===== config.mk =====
export PLATFORM = sky130hd
export DESIGN_NAME = hbi_interp
export DESIGN_NICKNAME = d
export VERILOG_FILES = /design/src/rtl/hbi_pkg.sv /design/src/rtl/hbi_shift_add.sv /design/src/rtl/hbi_branch_state.sv /design/src/rtl/hbi_round_sat.sv /design/src/rtl/hbi_interp.sv
export SDC_FILE = /design/constraint.sdc
export NUM_CORES = 1
export LEC_CHECK = 0
export CORE_AREA = 3 3 104 131
export DETAILED_ROUTE_END_ITERATION = 7
export DIE_AREA = 0 0 107 134
export PLACE_DENSITY = 0.81
export RECOVER_POWER = 50
export SETUP_SLACK_MARGIN = 0.1
export SLEW_MARGIN = 20
export SYNTH_ARGS = -nofsm -noshare
export SYNTH_HDL_FRONTEND = slang
export SYNTH_SLANG_ARGS = --single-unit

===== constraint.sdc =====
create_clock -name clk -period 10 [get_ports clk]
set_input_delay 3 -clock clk [delete_from_list [all_inputs] [get_ports clk]]
set_output_delay 3 -clock clk [all_outputs]
set_load 0.01 [all_outputs]

===== src/rtl/hbi_pkg.sv =====
package hbi_pkg;

  localparam int TERMS = 4;

  // sgn: 0 = unused term, 1 = add, 2 = subtract
  typedef struct packed {
    logic [1:0] sgn;
    logic [3:0] sh;
  } term_t;

  function automatic term_t coef_term(input int set, input int br, input int idx);
    term_t t;
    t = '{sgn: 2'd0, sh: 4'd0};
    case (set * 100 + br * 10 + idx)
      0:   t = '{sgn: 2'd1, sh: 4'd3};
      10:  t = '{sgn: 2'd1, sh: 4'd1};
      11:  t = '{sgn: 2'd1, sh: 4'd4};
      100: t = '{sgn: 2'd1, sh: 4'd3};
      101: t = '{sgn: 2'd1, sh: 4'd4};
      110: t = '{sgn: 2'd1, sh: 4'd1};
      111: t = '{sgn: 2'd1, sh: 4'd3};
      112: t = '{sgn: 2'd1, sh: 4'd5};
      200: t = '{sgn: 2'd1, sh: 4'd2};
      201: t = '{sgn: 2'd2, sh: 4'd5};
      210: t = '{sgn: 2'd1, sh: 4'd1};
      211: t = '{sgn: 2'd1, sh: 4'd3};
      212: t = '{sgn: 2'd1, sh: 4'd4};
      213: t = '{sgn: 2'd1, sh: 4'd7};
      default: t = '{sgn: 2'd0, sh: 4'd0};
    endcase
    return t;
  endfunction

endpackage


===== src/rtl/hbi_shift_add.sv =====
module hbi_shift_add #(
  parameter int W        = 21,
  parameter int COEF_SET = 0
) (
  input  logic                sel,
  input  logic signed [W-1:0] d,
  output logic signed [W-1:0] p
);

  localparam int TERMS = hbi_pkg::TERMS;

  logic signed [W-1:0] term_v [TERMS];

  for (genvar g = 0; g < TERMS; g++) begin : g_term
    localparam hbi_pkg::term_t T0 = hbi_pkg::coef_term(COEF_SET, 0, g);
    localparam hbi_pkg::term_t T1 = hbi_pkg::coef_term(COEF_SET, 1, g);
    hbi_pkg::term_t      t;
    logic signed [W-1:0] shd;
    assign t   = sel ? T1 : T0;
    assign shd = d >>> t.sh;
    assign term_v[g] = (t.sgn == 2'd1) ? shd :
                       (t.sgn == 2'd2) ? -shd : '0;
  end

  always_comb begin
    p = '0;
    for (int i = 0; i < TERMS; i++) p = p + term_v[i];
  end

endmodule


===== src/rtl/hbi_branch_state.sv =====
module hbi_branch_state #(
  parameter int W = 21
) (
  input  logic                clk,
  input  logic                rst_n,
  input  logic                en,
  input  logic signed [W-1:0] x_in,
  input  logic signed [W-1:0] y_in,
  output logic signed [W-1:0] x_dly,
  output logic signed [W-1:0] y_dly
);

  logic signed [W-1:0] x_d, y_d;

  always_comb begin
    x_d = x_dly;
    y_d = y_dly;
    if (en) begin
      x_d = x_in;
      y_d = y_in;
    end
  end

  always_ff @(posedge clk or negedge rst_n) begin
    if (!rst_n) begin
      x_dly <= '0;
      y_dly <= '0;
    end else begin
      x_dly <= x_d;
      y_dly <= y_d;
    end
  end

endmodule


===== src/rtl/hbi_round_sat.sv =====
module hbi_round_sat #(
  parameter int W     = 21,
  parameter int FRAC  = 3,
  parameter int OUT_W = 16
) (
  input  logic signed [W-1:0]     v,
  output logic signed [OUT_W-1:0] q
);

  localparam int RW = W + 1;
  localparam logic signed [RW-1:0] BIAS = RW'(2 ** (FRAC - 1));
  localparam logic signed [RW-1:0] MAXV = RW'(2 ** (OUT_W - 1) - 1);
  localparam logic signed [RW-1:0] MINV = -MAXV - RW'(1);

  logic signed [RW-1:0] biased, shifted;

  always_comb begin
    biased  = $signed({v[W-1], v}) + BIAS;
    shifted = biased >>> FRAC;
    if (shifted > MAXV)      q = MAXV[OUT_W-1:0];
    else if (shifted < MINV) q = MINV[OUT_W-1:0];
    else                     q = shifted[OUT_W-1:0];
  end

endmodule


===== src/rtl/hbi_interp.sv =====
module hbi_interp #(
  parameter int IN_W     = 16,
  parameter int FRAC     = 3,
  parameter int GUARD    = 2,
  parameter int COEF_SET = 0
) (
  input  logic                   clk,
  input  logic                   rst_n,
  input  logic                   in_valid,
  output logic                   in_ready,
  input  logic signed [IN_W-1:0] in_data,
  output logic                   out_valid,
  output logic signed [IN_W-1:0] out_data
);

  localparam int W        = IN_W + FRAC + GUARD;
  localparam int BRANCHES = 2;

  // phase_q = 0: idle / branch 0 slot on acceptance; 1: branch 1 slot
  logic                   phase_q, phase_d;
  logic signed [W-1:0]    xh_q, xh_d;
  logic                   ov_d;
  logic signed [IN_W-1:0] od_d;

  logic                   accept;
  logic signed [W-1:0]    x_new, x_cur, xd_sel, yd_sel, diff, prod, y_cur;
  logic signed [IN_W-1:0] y_rs;
  logic [BRANCHES-1:0]    br_en;
  logic signed [W-1:0]    xd_q [BRANCHES];
  logic signed [W-1:0]    yd_q [BRANCHES];

  assign in_ready = ~phase_q;
  assign accept   = in_valid & ~phase_q;
  assign x_new    = $signed({{GUARD{in_data[IN_W-1]}}, in_data, {FRAC{1'b0}}});

  // shared datapath operands, steered by phase
  assign x_cur  = phase_q ? xh_q     : x_new;
  assign xd_sel = phase_q ? xd_q[1]  : xd_q[0];
  assign yd_sel = phase_q ? yd_q[1]  : yd_q[0];
  assign diff   = x_cur - yd_sel;
  assign y_cur  = prod + xd_sel;
  assign br_en  = {phase_q, accept};

  hbi_shift_add #(.W(W), .COEF_SET(COEF_SET)) u_mul (
    .sel (phase_q),
    .d   (diff),
    .p   (prod)
  );

  for (genvar b = 0; b < BRANCHES; b++) begin : g_br
    hbi_branch_state #(.W(W)) u_state (
      .clk   (clk),
      .rst_n (rst_n),
      .en    (br_en[b]),
      .x_in  (x_cur),
      .y_in  (y_cur),
      .x_dly (xd_q[b]),
      .y_dly (yd_q[b])
    );
  end

  hbi_round_sat #(.W(W), .FRAC(FRAC), .OUT_W(IN_W)) u_rs (
    .v (y_cur),
    .q (y_rs)
  );

  always_comb begin
    phase_d = phase_q;
    xh_d    = xh_q;
    ov_d    = 1'b0;
    od_d    = out_data;
    if (phase_q) begin
      phase_d = 1'b0;
      ov_d    = 1'b1;
      od_d    = y_rs;
    end else if (accept) begin
      phase_d = 1'b1;
      xh_d    = x_new;
      ov_d    = 1'b1;
      od_d    = y_rs;
    end
  end

  always_ff @(posedge clk or negedge rst_n) begin
    if (!rst_n) begin
      phase_q   <= 1'b0;
      xh_q      <= '0;
      out_valid <= 1'b0;
      out_data  <= '0;
    end else begin
      phase_q   <= phase_d;
      xh_q      <= xh_d;
      out_valid <= ov_d;
      out_data  <= od_d;
    end
  end

endmodule


==> run summary, run 1 <==
==========================================================================================
Seq. cell area ..............................................................    2700 um^2
Via count of the first global-routing pass ..................................         6165
Root buffer cell ............................................................ sky130_fd_sc_hd__clkbuf_16
Hold WC Path Type ...........................................................      reg2reg
Top-Level Pins ..............................................................           37
Seq/Total Area, Yosys .......................................................        0.349
Top achievable clock speed ..................................................      104 MHz
Clock skew ..................................................................      9.17 ps
CP Data Required Time .......................................................     10230 ps
Final Wtd Congestion ........................................................        0.987
Critical Path End Type ......................................................    flip-flop
Clock edge transition at the registers on the reported setup and hold paths .        70 ps
EDFF count, synth ...........................................................            0
Die boundary height .........................................................       134 um
Area used by multi-input combinational logic ................................    4630 um^2
Count of TritonRoute iterations in the first routing pass ...................            5
Worst EP arrival ............................................................      9850 ps
Source of the worst register-to-register timing path ........................      phase_q
RSZ-0062 raised after global routing ........................................        false
Overall via count from detail_route .........................................         6274
Routed wire length ..........................................................     17200 um
Clock sink total ............................................................          108
Cell types occupying the most area after synthesis .......................... sky130_fd_sc_hd__dfrtp_1 35%, sky130_fd_sc_hd__nand2_1 8.1%, sky130_fd_sc_hd__ha_1 6.6%
Count of cell types in the netlist ..........................................           73
Most area-hungry cell type in the Yosys netlist ............................. sky130_fd_sc_hd__dfrtp_1
Number of antenna violations at the first check in global routing ...........            0
Fraction of final layout cells with drive strength greater than 1 ...........       0.0908
Share of async-settable or async-resettable flops after synthesis ...........         1.00
Cells after Synth ...........................................................          858
Final-layout fill cell count ................................................          954
Clock tree from TritonCTS ...................................................        built
Avg Vias per Cell ...........................................................         5.98
Worst Hold Endpoint ......................................................... g_br[0].u_state.x_dly[19]
Number of nets in the final layout ..........................................          954
Number of violations reported at the end of detailed-routing iteration 0 ....          371
Cell Area, Synth ............................................................    7730 um^2
Cells on worst reg2reg path .................................................           25
Count of final setup violators ..............................................            0
Yosys top cell area share ...................................................        0.349
Max-cap check violation count ...............................................            3
Actual slew at the worst max-slew pin .......................................      3160 ps
TritonCTS buffer count ......................................................            9
Std cell rows ...............................................................           46
Floorplan Core Area .........................................................   12600 um^2
Minimum setup slack among reg-to-reg paths ..................................      1180 ps
Routed wirelength normalized by instance count ..............................      16.4 um
Net Count, Synth ............................................................          936
Total congestion overflow ...................................................            0
H-Tree Level Count ..........................................................            3
Pin count of the biggest net entering global routing ........................           69
First-pass GRT wire length ..................................................     28700 um
Count of input and output buffers ...........................................           36
Placed wire-length estimate after detailed placement ........................     12400 um
Setup CP Type ...............................................................       in2reg
Die span in x ...............................................................       107 um
Top cells by instance count after synthesis ................................. 167 x sky130_fd_sc_hd__nand2_1, 108 x sky130_fd_sc_hd__dfrtp_1, 73 x sky130_fd_sc_hd__inv_1, 62 x sky130_fd_sc_hd__o21ai_0, 41 x sky130_fd_sc_hd__ha_1
Headroom to the max-slew limit ..............................................        -1.10
Number of instances on the worst hold path ..................................            2
Max Fanout on Critical Path .................................................            8
Number of storage elements in the synthesis netlist .........................          108
Worst-Skew Late Latency .....................................................       350 ps
Pins over their slew limit ..................................................          180
Area growth from synthesis to final layout ..................................        11.3%
Endpoint of the lowest-slack register-to-register path ...................... out_data[14]
Post-CTS Hold Fix Bufs ......................................................            0
Outcome ..................................................................... finished with violations
Die footprint ...............................................................   14300 um^2
Diode count .................................................................            0
# DRC .......................................................................            0
Setup TNS after final layout ................................................         0 ps
Maximum clock path buffer count .............................................            2
Routed Antenna Nets .........................................................            0
Final Hold Violating Endpoints ..............................................            0
Yosys Warn Count ............................................................            0
Hold Crit Start ............................................................. g_br[0].u_state.x_dly[19]
Mean cell area of the mapped netlist ........................................    9.01 um^2
Post-layout minimum cycle time ..............................................      9620 ps
Starting Density ............................................................        0.614
Most common flop cell mapped by yosys ....................................... sky130_fd_sc_hd__dfrtp_1
Most used standard cell by instance count after synthesis ................... sky130_fd_sc_hd__nand2_1
Total global-route track usage ..............................................        0.247
Failing checks .............................................................. capacitance limit, slew limit
Type of origin of the critical path .........................................    input pin
Portion of the clock cycle consumed by the worst path in the final layout ...        0.962
==========================================================================================
area by class of cell:
type | instances | area share
flip-flops and latches | 108 | 0.314
clock buffers | 10 | 0.0278
well taps | 168 | 0.0244
multi-input cells | 636 | 0.538
clock inverters | 6 | 0.0100
inverters | 74 | 0.0323
repair buffers | 47 | 0.0532
repair_timing:
action	CTS	global route
gates resized for setup	0	10
setup endpoints to repair	0	16
buffers inserted	0	4
flip-flops by register name (all words and copies together), names as in the netlist:
signal              count
out_valid               1
xh_q                   16
out_data               16
phase_q                 1
g_br.u_state.y_dly     42
g_br.u_state.x_dly     32
cells by family (layout without fill, tap and decap cells):
family,count (synthesis),in the layout,share of synthesized area
AND/OR/NAND/NOR,279,279,0.166
multiplexers,57,57,0.0767
flip-flops,108,108,0.349
AO/OA/AOI/OAI,194,194,0.182
adder cells (fa/ha/maj),59,59,0.113
buffers and inverters,114,137,0.0581
XOR/XNOR,47,47,0.0550
routing by layer:
| layer | vias to the layer above | GRT usage | routed length [um] |
|---|---|---|---|
| met4 | 0 | 0.0775 | 393 |
| met1 | 3039 | 0.326 | 7500 |
| li1 | 2998 | - | - |
| met5 | - | 0 | 0 |
| met3 | 37 | 0.0337 | 807 |
| met2 | 200 | 0.422 | 8450 |
worst max path at each step:
stage | from | to
6_report | in_data[3] | out_data[14]
3_3_place_gp | in_data[3] | out_data[14]
3_5_place_dp | in_data[3] | out_data[2]
4_1_cts | in_data[3] | out_data[2]
2_1_floorplan | in_data[3] | out_data[11]
5_1_grt | in_data[3] | out_data[13]
critical path: stages:
cell and delay [ps]:
sky130_fd_sc_hd__clkdlybuf4s50_1 490, sky130_fd_sc_hd__inv_1 40, sky130_fd_sc_hd__o21ai_0 180, sky130_fd_sc_hd__ha_1 350, sky130_fd_sc_hd__a21o_1 190, sky130_fd_sc_hd__a21oi_1 270, sky130_fd_sc_hd__o21ai_0 230, sky130_fd_sc_hd__a2111oi_1 340
sky130_fd_sc_hd__o21bai_1 180, sky130_fd_sc_hd__a41o_1 310, sky130_fd_sc_hd__nor2_1 130, sky130_fd_sc_hd__xnor2_1 170, sky130_fd_sc_hd__nand2_1 100, sky130_fd_sc_hd__fa_1 510, sky130_fd_sc_hd__inv_1 40, sky130_fd_sc_hd__ha_1 400
sky130_fd_sc_hd__a21oi_1 250, sky130_fd_sc_hd__o21ai_2 140, sky130_fd_sc_hd__o21ai_0 390, sky130_fd_sc_hd__o21bai_1 170, sky130_fd_sc_hd__xnor2_1 210, sky130_fd_sc_hd__or4b_4 570, sky130_fd_sc_hd__or2_4 270, sky130_fd_sc_hd__o311ai_4 260
sky130_fd_sc_hd__a31oi_4 150, sky130_fd_sc_hd__buf_4 200, sky130_fd_sc_hd__a221o_1 270
placed cells by master (no fill, tap or decap), types with 4 or more instances in the layout:
master	instances
sky130_fd_sc_hd__a21o_1	15
sky130_fd_sc_hd__nand4_1	5
sky130_fd_sc_hd__a21boi_0	8
sky130_fd_sc_hd__clkdlybuf4s50_1	35
sky130_fd_sc_hd__clkbuf_16	9
sky130_fd_sc_hd__a221o_1	17
sky130_fd_sc_hd__dfrtp_1	108
sky130_fd_sc_hd__nor2_1	31
sky130_fd_sc_hd__buf_4	8
sky130_fd_sc_hd__mux2_2	18
sky130_fd_sc_hd__fa_1	18
sky130_fd_sc_hd__a211o_1	6
sky130_fd_sc_hd__inv_1	73
sky130_fd_sc_hd__and4_1	4
sky130_fd_sc_hd__o21ai_2	4
sky130_fd_sc_hd__a211oi_2	5
sky130_fd_sc_hd__ha_1	41
sky130_fd_sc_hd__nor3b_1	4
sky130_fd_sc_hd__nor3_1	13
sky130_fd_sc_hd__o21ai_0	61
sky130_fd_sc_hd__and2_1	10
sky130_fd_sc_hd__nand2_1	166
sky130_fd_sc_hd__a211oi_1	5
sky130_fd_sc_hd__mux2i_1	39
sky130_fd_sc_hd__o31ai_1	4
sky130_fd_sc_hd__o21bai_1	6
sky130_fd_sc_hd__xnor2_1	33
sky130_fd_sc_hd__nand3_1	9
sky130_fd_sc_hd__and3_1	5
sky130_fd_sc_hd__xor2_1	13
sky130_fd_sc_hd__a21oi_1	30
sky130_fd_sc_hd__nor4_1	4
sky130_fd_sc_hd__nor2b_1	6
per-stage QoR:
| stage | hold WS (ps) | utilization | setup slack, ps | instance area (um^2) | cells |
|---|---|---|---|---|---|
| floorplan | 442 | - | 1330 | 7730 | 858 |
| global placement | 457 | 0.650 | 343 | 8190 | 1029 |
| detailed placement | 461 | 0.650 | 21.2 | 8190 | 1029 |
| CTS | 479 | 0.676 | 203 | 8510 | 1045 |
| global route | 497 | 0.683 | 92.2 | 8610 | 1049 |
| finish | 474 | 0.683 | 384 | 8610 | 1049 |
Power of run 1 is left out: the tool's default activity adds up to more than one toggle a clock period on the data nets, which glitch-free logic cannot reach.
==> run 2: changes to the inputs <==
--- a/config.mk
+++ b/config.mk
@@ -15,3 +15,4 @@
 export SYNTH_ARGS = -nofsm -noshare
 export SYNTH_HDL_FRONTEND = slang
 export SYNTH_SLANG_ARGS = --single-unit
+export TNS_END_PERCENT = 30
==> results of run 2 <==
Same layout as run 1: the final DEF is identical, and so are final timing and power.
Power of run 2 is left out for the same reason.
==> run 3: changes to the inputs <==
--- a/config.mk
+++ b/config.mk
@@ -5,9 +5,10 @@
 export SDC_FILE = /design/constraint.sdc
 export NUM_CORES = 1
 export LEC_CHECK = 0
-export CORE_AREA = 3 3 104 131
+export ABC_AREA = 1
+export CORE_AREA = 3 3 108 136
 export DETAILED_ROUTE_END_ITERATION = 7
-export DIE_AREA = 0 0 107 134
+export DIE_AREA = 0 0 111 139
 export PLACE_DENSITY = 0.81
 export RECOVER_POWER = 50
 export SETUP_SLACK_MARGIN = 0.1
==> run 3 against run 2 <==
Compared with the run above: the run still ends with capacitance limit, slew limit left; die area is 7.6% higher; register-to-register slack better by 610 ps; core utilization fell by 1.2 points; count of clock-buffer cells in the layout stayed put; maximum frequency increased by 14%; critical path depth grew 3; synthesized area grew 8.3%; synthesized cell count is 37% higher.
==> run summary, run 3 <==
==========================================================================================
Outcome ..................................................................... finished with violations
Failing checks .............................................................. capacitance limit, slew limit
Seq/Total Area, Yosys .......................................................        0.323
Top register by number of flip-flops ........................................ g_br.u_state.y_dly
Diode count .................................................................            0
Overall via count from detail_route .........................................         7274
Portion of the clock cycle consumed by the worst path in the final layout ...        0.841
Post-layout minimum cycle time ..............................................      8410 ps
Floorplan Core Area .........................................................   13600 um^2
Setup CP Type ...............................................................       in2reg
Total congestion overflow ...................................................            0
Max-cap check violation count ...............................................            3
Mean cell area of the mapped netlist ........................................    7.13 um^2
Crit-path leading delay family .............................................. simple AND/OR/NAND/NOR gates
First-pass GRT wire length ..................................................     32900 um
Most used standard cell by instance count after synthesis ................... sky130_fd_sc_hd__nand2_1
Slowest library cell on the worst path ...................................... sky130_fd_sc_hd__fa_1
Routed Antenna Nets .........................................................            0
Worst setup path startpoint .................................................   in_data[5]
Most area-hungry cell type in the Yosys netlist ............................. sky130_fd_sc_hd__dfrtp_1
Fraction of final layout cells with drive strength greater than 1 ...........       0.0959
Cells on worst reg2reg path .................................................           31
Placed wire-length estimate after detailed placement ........................     14200 um
Worst EP arrival ............................................................      8680 ps
Count of final setup violators ..............................................            0
Most common flop cell mapped by yosys ....................................... sky130_fd_sc_hd__dfrtp_1
Worst Hold Endpoint ......................................................... g_br[0].u_state.x_dly[6]
Std cell rows ...............................................................           48
Endpoint of the lowest-slack register-to-register path ......................  out_data[2]
Source of the worst register-to-register timing path ........................      phase_q
Pin count of the biggest net entering global routing ........................           73
Final Wtd Congestion ........................................................        0.919
Total global-route track usage ..............................................        0.258
Maximum clock path buffer count .............................................            2
Number of nets in the final layout ..........................................         1272
Number of flip-flops in the largest register ................................           42
Number of instances on the worst hold path ..................................            2
Hold Crit Start ............................................................. g_br[0].u_state.x_dly[6]
Count of cell types in the netlist ..........................................           43
Clock edge transition at the registers on the reported setup and hold paths .        70 ps
# DRC .......................................................................            0
Most common cell on crit path ............................................... sky130_fd_sc_hd__nand2_1
Top achievable clock speed ..................................................      119 MHz
Die boundary height .........................................................       139 um
Critical Path End Type ......................................................    flip-flop
Count of TritonRoute iterations in the first routing pass ...................            5
Number of storage elements in the synthesis netlist .........................          108
H-Tree Level Count ..........................................................            3
Via count of the first global-routing pass ..................................         7183
Routed wl met3 ..............................................................       726 um
Share of async-settable or async-resettable flops after synthesis ...........         1.00
Number of antenna violations at the first check in global routing ...........            0
RSZ-0062 raised after global routing ........................................        false
Hold WC Path Type ...........................................................      reg2reg
Largest registers ranked by flip-flop count ................................. g_br.u_state.y_dly (42), g_br.u_state.x_dly (32)
Minimum setup slack among reg-to-reg paths ..................................      1790 ps
Postcts setup bufs ..........................................................            0
Cell types occupying the most area after synthesis .......................... sky130_fd_sc_hd__dfrtp_1 32%, sky130_fd_sc_hd__nand2_1 18%, sky130_fd_sc_hd__inv_1 8.2%
Die footprint ...............................................................   15400 um^2
Clock skew ..................................................................      8.21 ps
Clock sink total ............................................................          108
Die span in x ...............................................................       111 um
Setup TNS after final layout ................................................         0 ps
Cells after Synth ...........................................................         1175
Crit. path cell count .......................................................           30
Number of violations reported at the end of detailed-routing iteration 0 ....          587
Top cells by instance count after synthesis ................................. 392 x sky130_fd_sc_hd__nand2_1, 183 x sky130_fd_sc_hd__inv_1, 108 x sky130_fd_sc_hd__dfrtp_1, 85 x sky130_fd_sc_hd__o21ai_0, 47 x sky130_fd_sc_hd__nor2_1
Leading cell type in the layout, fill and taps excluded ..................... sky130_fd_sc_hd__nand2_1
Delay of the slowest cell on the worst path .................................       640 ps
EDFF count, synth ...........................................................            0
Routed wire length ..........................................................     19000 um
TritonCTS buffer count ......................................................            9
Post-CTS Hold Fix Bufs ......................................................            0
Type of origin of the critical path .........................................    input pin
Actual slew at the worst max-slew pin .......................................      3860 ps
Root buffer cell ............................................................ sky130_fd_sc_hd__clkbuf_16
Post-CTS Resized ............................................................            0
Met2 wire len ...............................................................      9090 um
Routed wirelength normalized by instance count ..............................      13.9 um
Avg Vias per Cell ...........................................................         5.29
CP Data Required Time .......................................................     10270 ps
Final Hold Violating Endpoints ..............................................            0
Most frequent cells in the layout ........................................... 392 x sky130_fd_sc_hd__nand2_1, 184 x sky130_fd_sc_hd__inv_1, 108 x sky130_fd_sc_hd__dfrtp_1
Area growth from synthesis to final layout ..................................        9.22%
Final Core Density ..........................................................        0.671
Yosys Warn Count ............................................................            0
Headroom to the max-slew limit ..............................................        -1.57
Yosys top cell area share ...................................................        0.323
Uppermost layer routed ......................................................         met4
Count of input and output buffers ...........................................           36
Worst-Skew Late Latency .....................................................       360 ps
Pins over their slew limit ..................................................          170
M1 WL .......................................................................      8690 um
Starting Density ............................................................        0.614
Cell Area, Synth ............................................................    8370 um^2
Clock tree from TritonCTS ...................................................        built
Max Fanout on Critical Path .................................................           15
Worst path bufs/invs ........................................................            5
Top-Level Pins ..............................................................           37
Net Count, Synth ............................................................         1253
==========================================================================================
run 3: cell count changes after synthesis, moves of 22 or more:
cell	before	now
sky130_fd_sc_hd__nand2_1	167	392
sky130_fd_sc_hd__inv_1	73	183
sky130_fd_sc_hd__nand2_2	0	36
sky130_fd_sc_hd__nand3_1	9	38
sky130_fd_sc_hd__xnor2_1	33	7
sky130_fd_sc_hd__o21ai_0	62	85
sky130_fd_sc_hd__mux2i_1	39	17
run 3: tightest hold or removal path: cells and delay by family (launching register included):
kind | cells | cell delay [ps]
flip-flops | 1 | 340
AND/OR/NAND/NOR | 2 | 100
run 3: layer usage:
layer | vias up | global-route usage
met5 | - | 0
met4 | 0 | 0.0914
met3 | 47 | 0.0388
met2 | 155 | 0.429
met1 | 3389 | 0.344
li1 | 3683 | -
run 3: layout make-up:
class	count	area (um^2)
clock buffer	10	239
inverter	190	713
timing repair buffer	41	384
clock inverter	6	86.3
sequential	108	2700
tap	175	219
multi-input combinational	844	4800
fill	1202	4490
run 3: cell families after synthesis:
family,after synthesis,share of synthesized area
buffers and inverters,223,0.104
muxes,17,0.0203
adders and majority gates,59,0.104
AOI/OAI and AO/OA,145,0.0958
and+or+nand+nor,592,0.321
xor gates and xnor gates,31,0.0324
DFF,108,0.323
run 3: worst max-delay path by stage:
stage and to:
2_1_floorplan out_data[3], 4_1_cts out_data[14], 3_3_place_gp out_data[0], 3_5_place_dp out_data[14]
5_1_grt out_data[13], 6_report out_data[2]
run 3: through the flow:
stage / cell area [um^2] / setup WS, ps / std cells / hold WS [ps]
6_report: 9150 / 1590 / 1374 / 469
5_1_grt: 9150 / 953 / 1374 / 497
4_1_cts: 9160 / 1670 / 1374 / 470
3_5_place_dp: 8840 / 1360 / 1358 / 453
3_3_place_gp: 8840 / 1390 / 1358 / 448
2_1_floorplan: 8370 / 2740 / 1175 / 437
Power of run 3 is left out for the same reason.
